[src/rtl/psr_pkg.sv]
package psr_pkg;

  localparam int unsigned PSR_W     = 32;
  localparam int unsigned MODE_W    = 5;
  localparam int unsigned N_BANKS   = 5;
  localparam int unsigned BANK_IW   = $clog2(N_BANKS);

  localparam logic [MODE_W-1:0] MODE_USR = 5'b10000;
  localparam logic [MODE_W-1:0] MODE_FIQ = 5'b10001;
  localparam logic [MODE_W-1:0] MODE_IRQ = 5'b10010;
  localparam logic [MODE_W-1:0] MODE_SVC = 5'b10011;
  localparam logic [MODE_W-1:0] MODE_ABT = 5'b10111;
  localparam logic [MODE_W-1:0] MODE_UND = 5'b11011;
  localparam logic [MODE_W-1:0] MODE_SYS = 5'b11111;

  localparam logic [PSR_W-1:0] PSR_RESET = 32'h0000_00D3;

  typedef enum logic [1:0] {
    XF_NONE  = 2'd0,
    XF_READ  = 2'd1,
    XF_FULL  = 2'd2,
    XF_FLAGS = 2'd3
  } xfer_op_e;

  typedef struct packed {
    logic               hit;
    logic [BANK_IW-1:0] idx;
  } bank_sel_t;

  // Map a mode code onto its saved-status bank.
  function automatic bank_sel_t bank_of(input logic [MODE_W-1:0] m);
    bank_sel_t s;
    s.hit = 1'b1;
    s.idx = '0;
    case (m)
      MODE_FIQ: s.idx = BANK_IW'(0);
      MODE_IRQ: s.idx = BANK_IW'(1);
      MODE_SVC: s.idx = BANK_IW'(2);
      MODE_ABT: s.idx = BANK_IW'(3);
      MODE_UND: s.idx = BANK_IW'(4);
      default:  s.hit = 1'b0;
    endcase
    return s;
  endfunction

endpackage

[src/rtl/psr_decode.sv]
module psr_decode
  import psr_pkg::*;
(
  input  logic [31:0] instr,
  output xfer_op_e    op,
  output logic        use_imm,
  output logic [3:0]  rd,
  output logic [3:0]  rm,
  output logic [3:0]  rot,
  output logic [7:0]  imm8
);

  logic [2:0] cls;
  logic [2:0] sub;
  logic       unused_bits;

  assign cls     = instr[21:19];
  assign sub     = instr[18:16];
  assign use_imm = instr[25];
  assign rd      = instr[15:12];
  assign rm      = instr[3:0];
  assign rot     = instr[11:8];
  assign imm8    = instr[7:0];
  assign unused_bits = ^{instr[31:26], instr[24:22]};

  always_comb begin
    op = XF_NONE;
    case (cls)
      3'b001: op = XF_READ;
      3'b101: begin
        if (sub == 3'b000)      op = XF_FULL;
        else if (sub == 3'b001) op = XF_FLAGS;
        else                    op = XF_NONE;
      end
      default: op = XF_NONE;
    endcase
  end

endmodule

[src/rtl/psr_imm_rot.sv]
module psr_imm_rot #(
  parameter int unsigned W     = 32,
  parameter int unsigned IMM_W = 8,
  parameter int unsigned ROT_W = 4
) (
  input  logic [IMM_W-1:0] imm,
  input  logic [ROT_W-1:0] rot,
  output logic [W-1:0]     val
);

  localparam int unsigned AMT_W = ROT_W + 1;

  logic [W-1:0]   ext;
  logic [2*W-1:0] dbl;
  logic [AMT_W-1:0] amt;
  logic [W-1:0]   unused_hi;

  assign ext = W'(imm);
  assign amt = {rot, 1'b0};
  assign dbl = {ext, ext} >> amt;
  assign val = dbl[W-1:0];
  assign unused_hi = dbl[2*W-1:W];

  // a zero rotate field passes the immediate through untouched.
  always_comb begin
    if (rot == '0) begin
      a_r6_zero_rotate: assert (val == ext);
    end
  end

endmodule

[src/rtl/psr_spsr_bank.sv]
module psr_spsr_bank #(
  parameter int unsigned W = 32,
  parameter int unsigned N = 5
) (
  input  logic                 clk,
  input  logic                 rst,
  input  logic                 we,
  input  logic [$clog2(N)-1:0] widx,
  input  logic [W-1:0]         wdata,
  input  logic [$clog2(N)-1:0] ridx,
  output logic [W-1:0]         rdata
);

  localparam int unsigned IW = $clog2(N);

  logic [W-1:0] mem [N];

  for (genvar g = 0; g < N; g++) begin : g_entry
    always_ff @(posedge clk) begin
      if (rst)                         mem[g] <= '0;
      else if (we && widx == IW'(g))   mem[g] <= wdata;
    end
  end

  assign rdata = (ridx < IW'(N)) ? mem[ridx] : '0;

  // a bank write never targets a slot that does not exist.
  a_r7_bank_in_range: assert property (@(posedge clk) disable iff (rst)
    we |-> (widx < IW'(N)));

endmodule

[src/rtl/psr_xfer_unit.sv]
module psr_xfer_unit
  import psr_pkg::*;
#(
  parameter int unsigned DW    = PSR_W,
  parameter int unsigned RF_AW = 4
) (
  input  logic             clk,
  input  logic             rst,
  input  logic             in_valid,
  input  logic [DW-1:0]    instr,
  input  logic             target_saved,
  output logic [RF_AW-1:0] rf_rd_idx,
  input  logic [DW-1:0]    rf_rd_data,
  output logic             rf_wr_en,
  output logic [RF_AW-1:0] rf_wr_idx,
  output logic [DW-1:0]    rf_wr_data,
  output logic [DW-1:0]    cpsr_q,
  output logic [DW-1:0]    spsr_q,
  output logic             done,
  output logic             err
);

  localparam int unsigned FLAG_LSB = DW - 4;

  xfer_op_e    op;
  logic        use_imm;
  logic [3:0]  f_rd, f_rm, f_rot;
  logic [7:0]  f_imm;

  psr_decode u_dec (
    .instr   (instr[31:0]),
    .op      (op),
    .use_imm (use_imm),
    .rd      (f_rd),
    .rm      (f_rm),
    .rot     (f_rot),
    .imm8    (f_imm)
  );

  assign rf_rd_idx = RF_AW'(f_rm);

  logic [DW-1:0] imm_val;

  psr_imm_rot #(.W(DW), .IMM_W(8), .ROT_W(4)) u_rot (
    .imm (f_imm),
    .rot (f_rot),
    .val (imm_val)
  );

  bank_sel_t     cur_bank;
  logic [DW-1:0] bank_rdata;
  logic          bank_we;
  logic [DW-1:0] new_word;

  assign cur_bank = bank_of(cpsr_q[MODE_W-1:0]);

  psr_spsr_bank #(.W(DW), .N(N_BANKS)) u_bank (
    .clk   (clk),
    .rst   (rst),
    .we    (bank_we),
    .widx  (cur_bank.idx),
    .wdata (new_word),
    .ridx  (cur_bank.idx),
    .rdata (bank_rdata)
  );

  logic [DW-1:0] sel_word;
  logic [DW-1:0] operand;
  logic          reject;
  logic          in_user;
  logic          wr_accept;
  logic          unused_low;

  assign sel_word   = target_saved ? bank_rdata : cpsr_q;
  assign operand    = use_imm ? imm_val : rf_rd_data;
  assign unused_low = ^operand[FLAG_LSB-1:0];
  assign in_user    = (cpsr_q[MODE_W-1:0] == MODE_USR);
  assign reject     = (op == XF_NONE) || (target_saved && !cur_bank.hit);
  assign wr_accept  = in_valid && !reject && (op == XF_FULL || op == XF_FLAGS);
  assign bank_we    = wr_accept && target_saved;

  always_comb begin
    case (op)
      XF_FULL:
        if (!target_saved && in_user)
          new_word = {rf_rd_data[DW-1:FLAG_LSB], cpsr_q[FLAG_LSB-1:0]};
        else
          new_word = rf_rd_data;
      XF_FLAGS: new_word = {operand[DW-1:FLAG_LSB], sel_word[FLAG_LSB-1:0]};
      default:  new_word = sel_word;
    endcase
  end

  always_ff @(posedge clk) begin
    if (rst)                             cpsr_q <= DW'(PSR_RESET);
    else if (wr_accept && !target_saved) cpsr_q <= new_word;
  end

  always_ff @(posedge clk) begin
    if (rst) begin
      done       <= 1'b0;
      err        <= 1'b0;
      rf_wr_en   <= 1'b0;
      rf_wr_idx  <= '0;
      rf_wr_data <= '0;
    end else begin
      done     <= in_valid;
      err      <= in_valid && reject;
      rf_wr_en <= in_valid && !reject && (op == XF_READ);
      if (in_valid && op == XF_READ) begin
        rf_wr_idx  <= RF_AW'(f_rd);
        rf_wr_data <= sel_word;
      end
    end
  end

  assign spsr_q = cur_bank.hit ? bank_rdata : '0;

  // every strobe yields done on the next edge.
  a_r10_done_follows: assert property (@(posedge clk) disable iff (rst)
    in_valid |=> done);
  // no strobe, no result of any kind.
  a_r10_quiet_idle: assert property (@(posedge clk) disable iff (rst)
    !in_valid |=> (!done && !err && !rf_wr_en));
  // a rejected instruction writes no register.
  a_r2_err_no_write: assert property (@(posedge clk) disable iff (rst)
    err |-> !rf_wr_en);
  // write-back only happens as the result of a strobe.
  a_r3_wb_with_done: assert property (@(posedge clk) disable iff (rst)
    rf_wr_en |-> done);
  // flags-only writes keep the low 28 bits of the current word.
  a_r5_flags_keep_low: assert property (@(posedge clk) disable iff (rst)
    (in_valid && op == XF_FLAGS) |=> (cpsr_q[FLAG_LSB-1:0] == $past(cpsr_q[FLAG_LSB-1:0])));
  // nothing issued in user mode touches the low bits of the current word.
  a_r8_user_keeps_low: assert property (@(posedge clk) disable iff (rst)
    (in_valid && in_user) |=> (cpsr_q[FLAG_LSB-1:0] == $past(cpsr_q[FLAG_LSB-1:0])));
  // a saved access without a bank is refused and has no effect.
  a_r9_no_bank_refused: assert property (@(posedge clk) disable iff (rst)
    (in_valid && target_saved && !cur_bank.hit) |=> (err && !rf_wr_en && $stable(cpsr_q)));

endmodule

[config.mk]
export PLATFORM = sky130hd
export DESIGN_NAME = psr_xfer_unit
export DESIGN_NICKNAME = d
export VERILOG_FILES = /design/src/rtl/psr_pkg.sv /design/src/rtl/psr_decode.sv /design/src/rtl/psr_imm_rot.sv /design/src/rtl/psr_spsr_bank.sv /design/src/rtl/psr_xfer_unit.sv
export SDC_FILE = /design/constraint.sdc
export NUM_CORES = 1
export LEC_CHECK = 0
export BUFFER_PORTS_ARGS = -buffer_cell sky130_fd_sc_hd__buf_4
export CORE_AREA = 2 2 176 178
export CTS_CLUSTER_DIAMETER = 200
export DETAILED_ROUTE_END_ITERATION = 8
export DIE_AREA = 0 0 178 180
export SLEW_MARGIN = 40
export SYNTH_ARGS = -nofsm -noshare
export SYNTH_HDL_FRONTEND = slang
export SYNTH_HIERARCHICAL = 1
export SYNTH_SLANG_ARGS = --single-unit
[constraint.sdc]
create_clock -name clk -period 6 [get_ports clk]
set_clock_uncertainty 0.05 [all_clocks]
set_input_delay 1.5 -clock clk [delete_from_list [all_inputs] [get_ports clk]]
set_output_delay 1.5 -clock clk [all_outputs]
set_load 0.01 [all_outputs]
==> run_results.csv <==
group,metric,value,unit
cells_and_area,postLayoutCellArea,0.0137,mm2
floorplanning,rows,64,
logic_synthesis,syn_area,0.0115,mm2
cells_and_area,layout-drive-gt1-share,22.4,%
pwr,ir_worst_vdd,0.168,mV
clock_tree,htree_levels,1,
pwr,p_total,3.58,mW
clock_tree,cts_tree,"done",
global_routing,grt_first_pass_wirelength,45800,um
timing,slew_violations,0,
timing,slew-limit-headroom,47.0,%
clock_tree,clk_pin_slew,60,ps
timing,setup_violations,0,
global_routing,grt_max_degree,79,
timing,worst_pin_slew,793,ps
cells_and_area,layout.nets,1193,
routing,vias_per_cell,5.16,
routing,wl_per_cell,19.2,um
run,cap_viol_max_count,0,
placement,dpl.cell_count,1492,
timing,period_needed,5000,ps
clock_tree,cts_made_buffers,26,
pwr,leakage,5.40,nW
pwr,p_per_area,261,mW/mm2
floorplanning,die-area,0.0320,mm2
floorplanning,core_area,0.0302,mm2
critical_path,worst_ep_arrival_time,3450,ps
cells_and_area,fill_cells,2833,
outcome,status,"complete, no violations",
routing,drtIter0Drc,413,
clock_tree,insertion_delay,530,ps
timing,finalHoldViolCount,0,
timing,fin_setup_tns,0,ps
logic_synthesis,syn_avg_cell_area,11.3,um2
min_path,hp-class,"reg -> reg",
logic_synthesis,yosys_warnings,6,
clock_tree,cts_buffer_depth,3,
placement,hpwl,18700,um
floorplanning,pin_count,175,
clock_tree,post_cts_buffers,0,
placement,gp_congestion,0.734,
clock_tree,clock_tree.root_cell,"clkbuf_16",
cells_and_area,antenna_cells,0,
floorplanning,initial_core_util,38.0,%
timing,rsz0062_at_grt,"false",
routing,first_pass_iters,4,
cells_and_area,fin_cells,1541,
routing,vias,7953,
floorplanning,die_y,180,um
routing,ant_nets,0,
cells_and_area,mostFrequentLayoutCells,"192 x and2_1, 180 x buf_4, 160 x edfxtp_1, 127 x nor2_1, 79 x mux2i_1",
logic_synthesis,synthCells,1010,
floorplanning,dieWidth,178,um
placement,port_buffers,165,
critical_path,path_max_fanout,40,
global_routing,gr-total-overflow,0,
logic_synthesis,synth_nets,1078,
clock_tree,ctsHoldBuffers,0,
critical_path,criticalPathCategory,"reg -> out",
cells_and_area,layout_commonest_cell,"and2_1",
critical_path,critPathLaunchType,"flip-flop",
routing,finalWirelength,29700,um
global_routing,grtUsageTotal,18.3,%
cells_and_area,area_growth,19.7,%
clock_tree,cts_resized,0,
timing,fmaxAchievable,0.200,GHz
global_routing,grt_pass1_vias,8065,
routing,drc,0,
timing,whs,443,ps
timing,period_share,83.3,%
global_routing,antenna_found_initial,0,
clock_tree,clock_sinks,231,
placement,post_dp_cell_area,0.0129,mm2
critical_path,cp.required,4450,ps
critical_path,end_kind,"output port",
## flip-flops by register name (all words and copies together) (netlist names)
name,cells
rf_wr_idx,4
rf_wr_en,1
rf_wr_data,32
cpsr_q,32
done,1
u_bank/mem,160
err,1
## cell type report
| type | count | area [um2] | area share [%] |
|---|---|---|---|
| Timing Repair Buffer | 187 | 1480 | 10.8 |
| Sequential cell | 231 | 6230 | 45.4 |
| Clock inverter | 20 | 143 | 1.04 |
| Clock buffer | 28 | 679 | 4.95 |
| Multi-Input combinational cell | 671 | 4670 | 34.0 |
| Tap cell | 396 | 495 | 3.61 |
| Inverter | 8 | 30.0 | 0.219 |
## final timing paths
kind	from	to	slack, ps	depth (start not counted)
setup reg to reg	cpsr_q[1]	u_bank/mem[0][2]	2510	9
hold reg to reg	rf_wr_idx[1]	rf_wr_idx[1]	440	2
setup / recovery	cpsr_q[1]	spsr_q[18]	1000	9
hold / removal	rf_wr_idx[1]	rf_wr_idx[1]	440	2
## per-layer routing
layer | routed length [um] | vias up | track usage [%]
li1 | - | 3836 | -
met1 | 13300 | 3904 | 24.2
met2 | 14500 | 172 | 31.3
met3 | 1250 | 41 | 2.64
met4 | 627 | 0 | 4.69
met5 | 0 | - | 0
## stage by stage
stage / util (%) / setup slack, ps
finish: 45.4 / 1000
global route: 45.4 / 800
CTS: 45.4 / 969
detailed placement: 42.7 / 1510
global placement: 42.3 / 1470
floorplan: - / 1880
## report_power, final
group | switching, mW | internal, mW
logic | 0.165 | 0.124
clock network | 0.629 | 0.898
registers | 0.0148 | 1.75
## critical path, cell delays in order, from the launching register on
cell	delay (ps)
dfxtp_1	470
nand2_1	170
nor3_2	200
buf_4	640
nor3b_4	290
buf_4	450
a22oi_1	170
o21ai_1	220
and2_1	180
buf_4	110
No activity file was read; power rests on OpenSTA's default activity.
